<file path="config.mk">
export PLATFORM = sky130hd
export DESIGN_NAME = f32_to_f16
export DESIGN_NICKNAME = d
export VERILOG_FILES = /design/src/rtl/f32_to_f16.sv
export SDC_FILE = /design/constraint.sdc
export NUM_CORES = 1
export LEC_CHECK = 0
export BUFFER_PORTS_ARGS = -buffer_cell sky130_fd_sc_hd__clkbuf_2
export CAP_MARGIN = 10
export CORE_UTILIZATION = 55
export CTS_CLUSTER_SIZE = 30
export DETAILED_ROUTE_END_ITERATION = 12
export GPL_TIMING_DRIVEN = 0
export PLACE_DENSITY = 0.86
export SYNTH_ARGS = -nofsm -noshare
export SYNTH_HDL_FRONTEND = slang
export SYNTH_SLANG_ARGS = --single-unit
</file>
<file path="constraint.sdc">
create_clock -name clk -period 8.4 [get_ports clk]
set_input_delay 1.68 -clock clk [delete_from_list [all_inputs] [get_ports clk]]
set_output_delay 1.68 -clock clk [all_outputs]
set_load 0.05 [all_outputs]
</file>
<file path="src/rtl/f32_to_f16.sv">
module f32_to_f16 (
  input  logic        clk,
  input  logic        rst_n,
  input  logic        src_vld,
  input  logic [31:0] src_data,
  output logic        res_vld,
  output logic [15:0] res_data
);

  logic              sgn;
  logic [7:0]        ex;
  logic [22:0]       fr;
  logic signed [9:0] reb;
  logic [23:0]       frnd;
  logic [9:0]        sub_sa;
  logic [9:0]        sub_frac;
  logic              ex_max, fr_zero, is_inf, is_nan, nan_low0, is_ovf, is_sub, is_qnan, carry;
  logic [14:0]       em;

  assign sgn      = src_data[31];
  assign ex       = src_data[30:23];
  assign fr       = src_data[22:0];
  assign reb      = $signed({2'b00, ex}) - 10'sd112;
  assign frnd     = {1'b0, fr} + {10'd0, fr[12], 13'd0};
  assign carry    = frnd[23];
  assign sub_sa   = 10'(10'sd1 - reb);
  assign sub_frac = (sub_sa >= 10'd32) ? 10'd0
                  : 10'(({1'b1, frnd[22:0]} >> sub_sa[4:0]) >> 13);

  assign ex_max   = &ex;
  assign fr_zero  = (fr == 23'd0);
  assign is_inf   = ex_max & fr_zero;
  assign is_nan   = ex_max & ~fr_zero;
  assign nan_low0 = is_nan & (fr[22:13] == 10'd0);
  assign is_ovf   = ~ex_max & (reb >= 10'sd31);
  assign is_sub   = (reb <= 10'sd0);
  assign is_qnan  = &src_data[30:22];

  always_comb begin
    em = {reb[4:0], frnd[22:13]};
    if (carry)             em = {5'(reb[4:0] + 5'd1), 10'd0};
    if (is_nan)            em = {5'h1F, fr[22:13]};
    if (nan_low0)          em = 15'h7C01;
    if (is_inf || is_ovf)  em = 15'h7C00;
    if (is_sub)            em = {5'd0, sub_frac};
    if (is_qnan)           em = 15'h7E00;
  end

  always_ff @(posedge clk) begin
    if (!rst_n) begin
      res_vld  <= 1'b0;
      res_data <= 16'd0;
    end else begin
      res_vld <= src_vld;
      if (src_vld) res_data <= {sgn, em};
    end
  end

  AST_VLD_LATENCY: assert property (@(posedge clk) disable iff (!rst_n) src_vld |=> res_vld);
  AST_VLD_DROP:    assert property (@(posedge clk) disable iff (!rst_n) !src_vld |=> !res_vld);
  AST_SIGN_PASS:   assert property (@(posedge clk) disable iff (!rst_n) src_vld |=> res_data[15] == $past(src_data[31]));
  AST_QNAN_CANON:  assert property (@(posedge clk) disable iff (!rst_n) (src_vld && (&src_data[30:22])) |=> res_data[14:0] == 15'h7E00);
  AST_INF_KEEP:    assert property (@(posedge clk) disable iff (!rst_n) (src_vld && src_data[30:0] == 31'h7F800000) |=> res_data[14:0] == 15'h7C00);
  AST_FLUSH_ZERO:  assert property (@(posedge clk) disable iff (!rst_n) (src_vld && src_data[30:23] < 8'd103) |=> res_data[14:0] == 15'd0);
  AST_HOLD_IDLE:   assert property (@(posedge clk) disable iff (!rst_n) !src_vld |=> $stable(res_data));

endmodule

</file>
# After elaboration in Yosys (flattened, before gate mapping)
# Cells that the tools add are included.
# classes
muxes,7
addsub,4
n_lt_le_gt_ge,3
bitwise_logic,6
shift,1
reduce_logical,5
# ops
op,count
2-to-1 mux 15 bit,6
adder 23 x 14 -> 24 bit,1
right shift 24 x 5 -> 23 bit,1
zero test 23 bit,1
"greater-or-equal comparator 10 x 6 -> 1 bit, second input constant",1
zero test 10 bit,1
2-to-1 mux 10 bit,1
"subtractor 2 x 9 -> 10 bit, first input constant",1
"greater-or-equal comparator 9 x 6 -> 1 bit, second input constant",1
"<= comparator 9 x 1 -> 1 bit, second input constant",1
AND reduction 9 bit,1
"subtractor 8 x 7 -> 9 bit, second input constant",1
AND reduction 8 bit,1
"adder 5 x 1 -> 5 bit, second input constant",1
AND 1 bit,4
inverter 1 bit,2
logical OR 1 bit,1
# totals
out_inout_bits,17
ff_bits,17
inputBits,35
wordCells,28

# Depth between registers and ports, before layout
# Gate-level depths: netlist of the first run.
# depth
ltp_word,8
mapped_depth,12
depth_no_buf,9

# Worst setup path before layout of the first run
# Ideal clock, no wire load.
# synth_path
kind,in2reg
from,input port src_data[24]
to,register res_data[0]
stages,10
arrival_time_ns,4.180
required_ns,8.341
path_buffers,1
setup_time_ns,0.059
setup_slack_ns,4.161
path_cell_list,clkbuf_1 -> clkinv_1 -> ha_1 -> and4bb_2 -> xnor2_1 -> a31oi_1 -> or4b_4 -> nor4b_4 -> o221a_2 -> o31a_1
# synth_via
elab_chain_cells,7
word_cells_on_any_way,20
classes_between,add/sub: 2; order compare: 3; shift: 1; mux: 6; bitwise: 5; reduce/logical: 3
# synth_rtl
element,line_no,source
from (decl),5,"input logic [31:0] src_data,"
branches (longest 6 deep; another with subtractor 2 x 9 -> 10 bit),--,
2-to-1 mux 15 bit *,46,if (is_qnan) em = 15'h7E00;
to (signal assigned),55,"if (src_vld) res_data <= {sgn, em};"
to (decl),7,output logic [15:0] res_data
# Every way passes the cells marked *.
# A chain may end at the register's enable or synchronous reset.

# Worst setup path in the final report of the first run
# layout_path
from,input port src_data[24]
to,register res_data[9]
# The elaborated chain is that of the path after synthesis.

==> results of run 1 <==
[cell families after synthesis]
family,after synthesis,synth area share
muxes,5,0.0221
buffers and inverters,46,0.0846
xor gates and xnor gates,11,0.0415
and+or+nand+nor,122,0.309
AOI/OAI and AO/OA,115,0.337
DFF,17,0.147
adders and majority gates,11,0.0593
[synthesized netlist by cell type (3+ instances only)]
cell type  instances  area (um2)
a31oi_1            7        43.8
clkbuf_1          22        82.6
o21ai_0           22         110
mux2i_1            4        40.0
o31a_1             5        43.8
nand2b_1           5        31.3
buf_4              4        30.0
a221oi_1           3        26.3
and3_1             3        18.8
nor4_1             6        37.5
o311ai_0           4        35.0
o2bb2ai_1          3        26.3
dfxtp_1           17         340
nor3_1            10        50.1
nand3_1           16        80.1
o21ai_1            4        20.0
nor2b_1            6        37.5
nand3b_1           6        45.0
xor2_1             3        26.3
nor2_1            18        67.6
nand2_1           26        97.6
ha_1              11         138
inv_1             14        52.6
a32oi_1            5        43.8
or3_1              7        43.8
o22ai_1            8        50.1
and2_1             3        18.8
xnor2_1            8        70.1
a21oi_1           20         100
a211oi_1          11        82.6
[registers in the layout (all words and copies together), names as in the netlist]
register and flops:
res_data 16, res_vld 1
[path summary, 6_finish.rpt]
check | from | end | slack, ns | depth (start not counted)
worst max-delay path | src_data[24] | res_data[9] | 3.59 | 11
worst min-delay path | res_data[6] | res_data[6] | 0.48 | 2
worst max register to register | res_data[2] | res_data[2] | 7.55 | 2
worst min register to register | res_data[6] | res_data[6] | 0.48 | 2
[power by group through the flow]
stage | Combinational (mW) | Sequential [mW] | Clock, mW
after floorplan | 0.0711 | 0.104 | 0
after global placement | 0.117 | 0.0887 | 0
after detailed placement | 0.119 | 0.0889 | 0
after CTS | 0.119 | 0.0871 | 0.0627
after global routing | 0.133 | 0.0875 | 0.0659
final | 0.123 | 0.0871 | 0.0625
[worst max-delay path: stages]
cell and delay, ns:
clkbuf_2 0.18, clkbuf_1 0.39, clkinv_1 0.46, ha_1 0.43, and4bb_2 0.29, xnor2_1 0.19, a31oi_1 0.11, or4b_4 0.58
nor4_4 0.34, a32oi_1 0.18, a21oi_1 0.16
[area by class of cell]
type,count,area [um2],share of cell area
flip-flops and latches,17,340,0.128
inverters,16,60.1,0.0227
plain buffers,30,136,0.0514
well taps,50,62.6,0.0236
multi-input cells,264,1790,0.673
clock buffers,3,41.3,0.0156
clock inverters,1,5.00,0.00189
repair buffers,44,220,0.0831
[metal layers]
layer  vias up  part of all wire
met5         -                 0
met4         0             0.035
met3        33             0.090
met2       181              0.46
met1      1254              0.41
li1       1334                 -
==> summary.md, run 1 <==
| Metric | Value |
|---|---|
| #FFs+latches synth | 17 |
| TritonCTS Buffers | 3 |
| Hold-fix buffers, CTS | 0 |
| Core area | 4030 um2 |
| Gate power share | 0.451 |
| DIE AREA | 4490 um2 |
| Mapped Cells | 327 |
| Unrepaired setup endpoints after global routing | no |
| WP data required | 8.59 ns |
| P_int | 0.159 mW |
| Met1 usage | 0.433 |
| Seq/Total Area, Yosys | 0.147 |
| Fmax achieved | 208 MHz |
| Most congested layer reported by global routing | met2 |
| DR vias/cell | 6.59 |
| DRT Wirelength | 7190 um |
| Total grt overflow | 0 |
| Antenna viol nets, final | 0 |
| Initial Util | 0.576 |
| Async set-reset flop share out of synthesis | 0 |
| Row cnt | 23 |
| WS Path Type | in -> reg |
| Fill cells | 370 |
| Post-Layout Inst Area | 2650 um2 |
| TritonCTS clock tree | done |
| H-tree levels | 1 |
| Syn nets | 373 |
| Final setup violation count | 0 |
| P per Cell Area | 103 nW/um2 |
| Number of flops mapped to enable cells by yosys | 0 |
| GRT met3 Usage | 0.0394 |
| Post-CTS setup repair buffer count | 0 |
| Die Ht | 67.0 um |
| Ys flop type | dfxtp_1 |
| TNS Setup | 0 ns |
| Post-Syn Area | 2320 um2 |
| Max-cap violations | 0 |
| Final GP Congestion | 0.966 |
| Fin crit share | 0.573 |
| Final Skew | 0 ns |
| Reg clk slew, reported paths | 0.06 ns |
| Clock power frac | 0.229 |
| Worst hold margin | 0.478 ns |
| Area growth from synthesis to layout | 14.2% |
| Resized Gates After CTS | 0 |
| Final #Nets | 422 |
| Final Max Slew Viols | 0 |
| CP endpoint kind | register |
| Min Clock Period, post-route | 4.81 ns |
| Setup slack at placement | 3.46 ns |
| Design Power | 0.272 mW |
| Commonest non-fill, non-tap cell in the layout | clkbuf_2 |
| Switching Share | 0.416 |
| Max-slew headroom | 0.266 |
| GR Layer Usage met2 | 0.547 |
| Leak pwr | 0.996 nW |
| Drt first-iter violations | 247 |
| Die W | 67.0 um |
| Drt pass-1 iters | 5 |
| Unique masters post-synth | 65 |
| Crit-path max FO | 11 |
| DR WL/cell | 16.9 um |
| First-pass GRT wire length | 11400 um |
| DP Area | 2610 um2 |
| Sw power | 0.113 mW |
| Vias in the first global route | 2462 |
| Peak supply drop | 0.0612 mV |
| Synth Warn # | 0 |
| Critical Path AT | 5.01 ns |
| Clock Sink Count | 17 |
| Worst-Skew Late Latency | 0.26 ns |
| Initial antenna violation count | 0 |
| Non-Filler Instances | 425 |
| Hold Path Class | reg -> reg |
| Final hold violation count | 0 |
| Post-DP HPWL | 5500 um |
| All-Layer GR Usage | 0.333 |
| # DRC | 0 |
| Worst-margin pin slew | 1.09 ns |
| Commonest cells after routing, fill and taps aside | clkbuf_2, nand2_1, clkbuf_1, o21ai_0, a21oi_1 |
| Final core utilization | 0.658 |
| Pin count of the biggest net entering global routing | 12 |
| I/O Buffers | 44 |
| Sequential power share | 0.320 |
| CTS max path bufs | 2 |
| Vias | 2802 |
| Root buf cell | clkbuf_8 |
| Synthesized area per cell | 7.10 um2 |
| Status | finished, final reports clean |
| Number of diodes | 0 |
| Setup crit start kind | input port |
| Post-route worst setup slack | 3.59 ns |
| Layout cells sized above 1 | 0.173 |
| # IOs | 52 |
| Placed Instances | 421 |
Note: power is estimated with default switching activity, not from simulation.
==> inputs of run 2 (changes only) <==
Settings changed: CORE_UTILIZATION 55 to 50, PLACE_DENSITY 0.86 to 0.83.
Clock period 8.4 ns to 4.4 ns, I/O delays scaled along.
==> summary.md, run 2 (synthesized netlist as in run 1, its figures left out) <==
| Metric | Value |
|---|---|
| Status | finished, final reports clean |
| TNS Setup | 0 ns (unchanged) |
| Largest regs | res_data (16), res_vld (1) |
| Critical Path AT | 4.26 ns (-0.75 ns) |
| Biggest register | res_data |
| Sw power | 0.213 mW (+88%) |
| Post-Layout Inst Area | 2650 um2 (about the same) |
| Fin crit share | 0.927 |
| Die Ht | 70.2 um (+4.7%) |
| Peak supply drop | 0.112 mV (+83%) |
| Switching Share | 0.412 (-0.00467) |
| Resized Gates After CTS | 0 (unchanged) |
| Root buf cell | clkbuf_8 |
| Leak pwr | 0.993 nW (-0.27%) |
| Hold-fix buffers, CTS | 0 (unchanged) |
| Commonest cells after routing, fill and taps aside | clkbuf_2, nand2_1, clkbuf_1 |
| CP endpoint kind | register |
| P_int | 0.305 mW (+92%) |
| P per Cell Area | 195 nW/um2 (+90%) |
| Total grt overflow | 0 (unchanged) |
| Final Max Slew Viols | 0 (unchanged) |
| Final hold violation count | 0 (unchanged) |
| Initial Util | 0.526 (-0.0503) |
| Crit-path max cell delay | 0.58 ns (about the same) |
| Crit-path max FO | 11 (unchanged) |
| Max-slew headroom | 0.214 (-0.0513) |
| Fmax achieved | 245 MHz |
| Clock Sink Count | 17 (unchanged) |
| Unrepaired setup endpoints after global routing | no |
| Max reg flops | 16 (unchanged) |
| Area growth from synthesis to layout | 14.2% (about the same) |
| Final setup violation count | 0 (unchanged) |
| DR vias/cell | 6.58 (-0.22%) |
| Initial antenna violation count | 0 (unchanged) |
| # IOs | 52 (unchanged) |
| Placed Instances | 423 (+0.48%) |
| Worst hold margin | 0.477 ns (-0.00141 ns) |
| Clock power frac | 0.229 (about the same) |
| # DRC | 0 (unchanged) |
| Post-route worst setup slack | 0.322 ns (-3.26 ns) |
| Commonest non-fill, non-tap cell in the layout | clkbuf_2 |
| Final #Nets | 422 (unchanged) |
| First-pass GRT wire length | 12100 um (+5.7%) |
| Vias in the first global route | 2593 (+5.3%) |
| Vias | 2809 (+0.25%) |
| Non-Filler Instances | 427 (+0.47%) |
| H-tree levels | 1 (unchanged) |
| Min Clock Period, post-route | 4.08 ns |
| Hold Path Class | reg -> reg |
| TritonCTS clock tree | done |
| Setup crit start kind | input port |
| Drt pass-1 iters | 5 (unchanged) |
| Worst-margin pin slew | 1.17 ns (+0.0765 ns) |
| Row cnt | 24 (+4.3%) |
| Final Skew | 0 ns (unchanged) |
| Core area | 4410 um2 (+9.6%) |
| DR WL/cell | 17.2 um (+1.5%) |
| Post-DP HPWL | 5550 um (+0.86%) |
| Final GP Congestion | 0.933 (-3.4%) |
| Number of diodes | 0 (unchanged) |
| Worst path most repeated cell | a31oi_1 |
| CTS max path bufs | 2 (unchanged) |
| Setup slack at placement | 0.172 ns (-3.29 ns) |
| Worst-path cell chain | clkbuf_2 -> clkbuf_1 -> clkinv_1 -> ha_1 -> and4bb_2 -> xnor2_1 -> a31oi_1 -> or4b_4 -> nor4_4 -> o21ai_1 -> a31oi_1 |
| I/O Buffers | 44 (unchanged) |
| Antenna viol nets, final | 0 (unchanged) |
| CP max-delay cell | or4b_4 |
| Pin count of the biggest net entering global routing | 12 (unchanged) |
| Drt first-iter violations | 202 (-18%) |
| Final core utilization | 0.601 (-0.0572) |
| WS Path Type | in -> reg |
| Post-CTS setup repair buffer count | 0 (unchanged) |
| DP Area | 2610 um2 (about the same) |
| Die W | 70.2 um (+4.7%) |
| All-Layer GR Usage | 0.298 (-0.0341) |
| Layout cells sized above 1 | 0.171 (-0.00267) |
| Gate power share | 0.450 (about the same) |
| TritonCTS Buffers | 3 (unchanged) |
| DIE AREA | 4920 um2 (+9.7%) |
| Worst-Skew Late Latency | 0.25 ns (about the same) |
| DRT Wirelength | 7330 um (+1.9%) |
| WP data required | 4.58 ns (-4.01 ns) |
| Reg clk slew, reported paths | 0.07 ns (about the same) |
| Design Power | 0.518 mW (+90%) |
| Sequential power share | 0.321 (about the same) |
| Max-cap violations | 0 (unchanged) |
==> run 2: cell count changes in the layout (fill, tap and decap cells not counted), sizes merged <==
cell / before / now
clkbuf: 69 / 70
clkinv: 3 / 2
==> run 2: worst paths after layout <==
kind / startpoint / to / slack (ns) / cells past startpoint
max: src_data[24] / res_data[4] / 0.32 / 11
min: res_data[7] / res_data[7] / 0.48 / 2
max reg2reg: res_data[0] / res_data[0] / 3.55 / 2
min reg2reg: res_data[7] / res_data[7] / 0.48 / 2
==> run 2: final cells by class <==
class	count	area (um2)
Sequential cell	17	340
Buffer	30	136
Timing Repair Buffer	44	220
Inverter	16	60.1
Multi-Input combinational cell	264	1790
Clock buffer	4	45.0
Fill cell	418	1760
Tap cell	52	65.1
==> run 2: power groups by stage <==
stage / sequential (mW) / clock (mW) / combinational (mW)
final: 0.166 / 0.118 / 0.233
after global routing: 0.167 / 0.125 / 0.252
after CTS: 0.166 / 0.118 / 0.229
after detailed placement: 0.170 / 0 / 0.228
after global placement: 0.169 / 0 / 0.225
after floorplan: 0.198 / 0 / 0.136
==> run 2: worst max-delay path, delay by kind of cell <==
kind	cells	cell delay (ns)
and+or+nand+nor	3	1.24
buffers and inverters	3	1.08
xor gates and xnor gates	1	0.19
AOI/OAI and AO/OA	3	0.44
adders and majority gates	1	0.43
==> run 2: metal layers <==
layer	wire length (um)	track usage
met1	3140	0.389
met2	3450	0.486
met3	506	0.0519
met4	235	0.120
met5	0	0
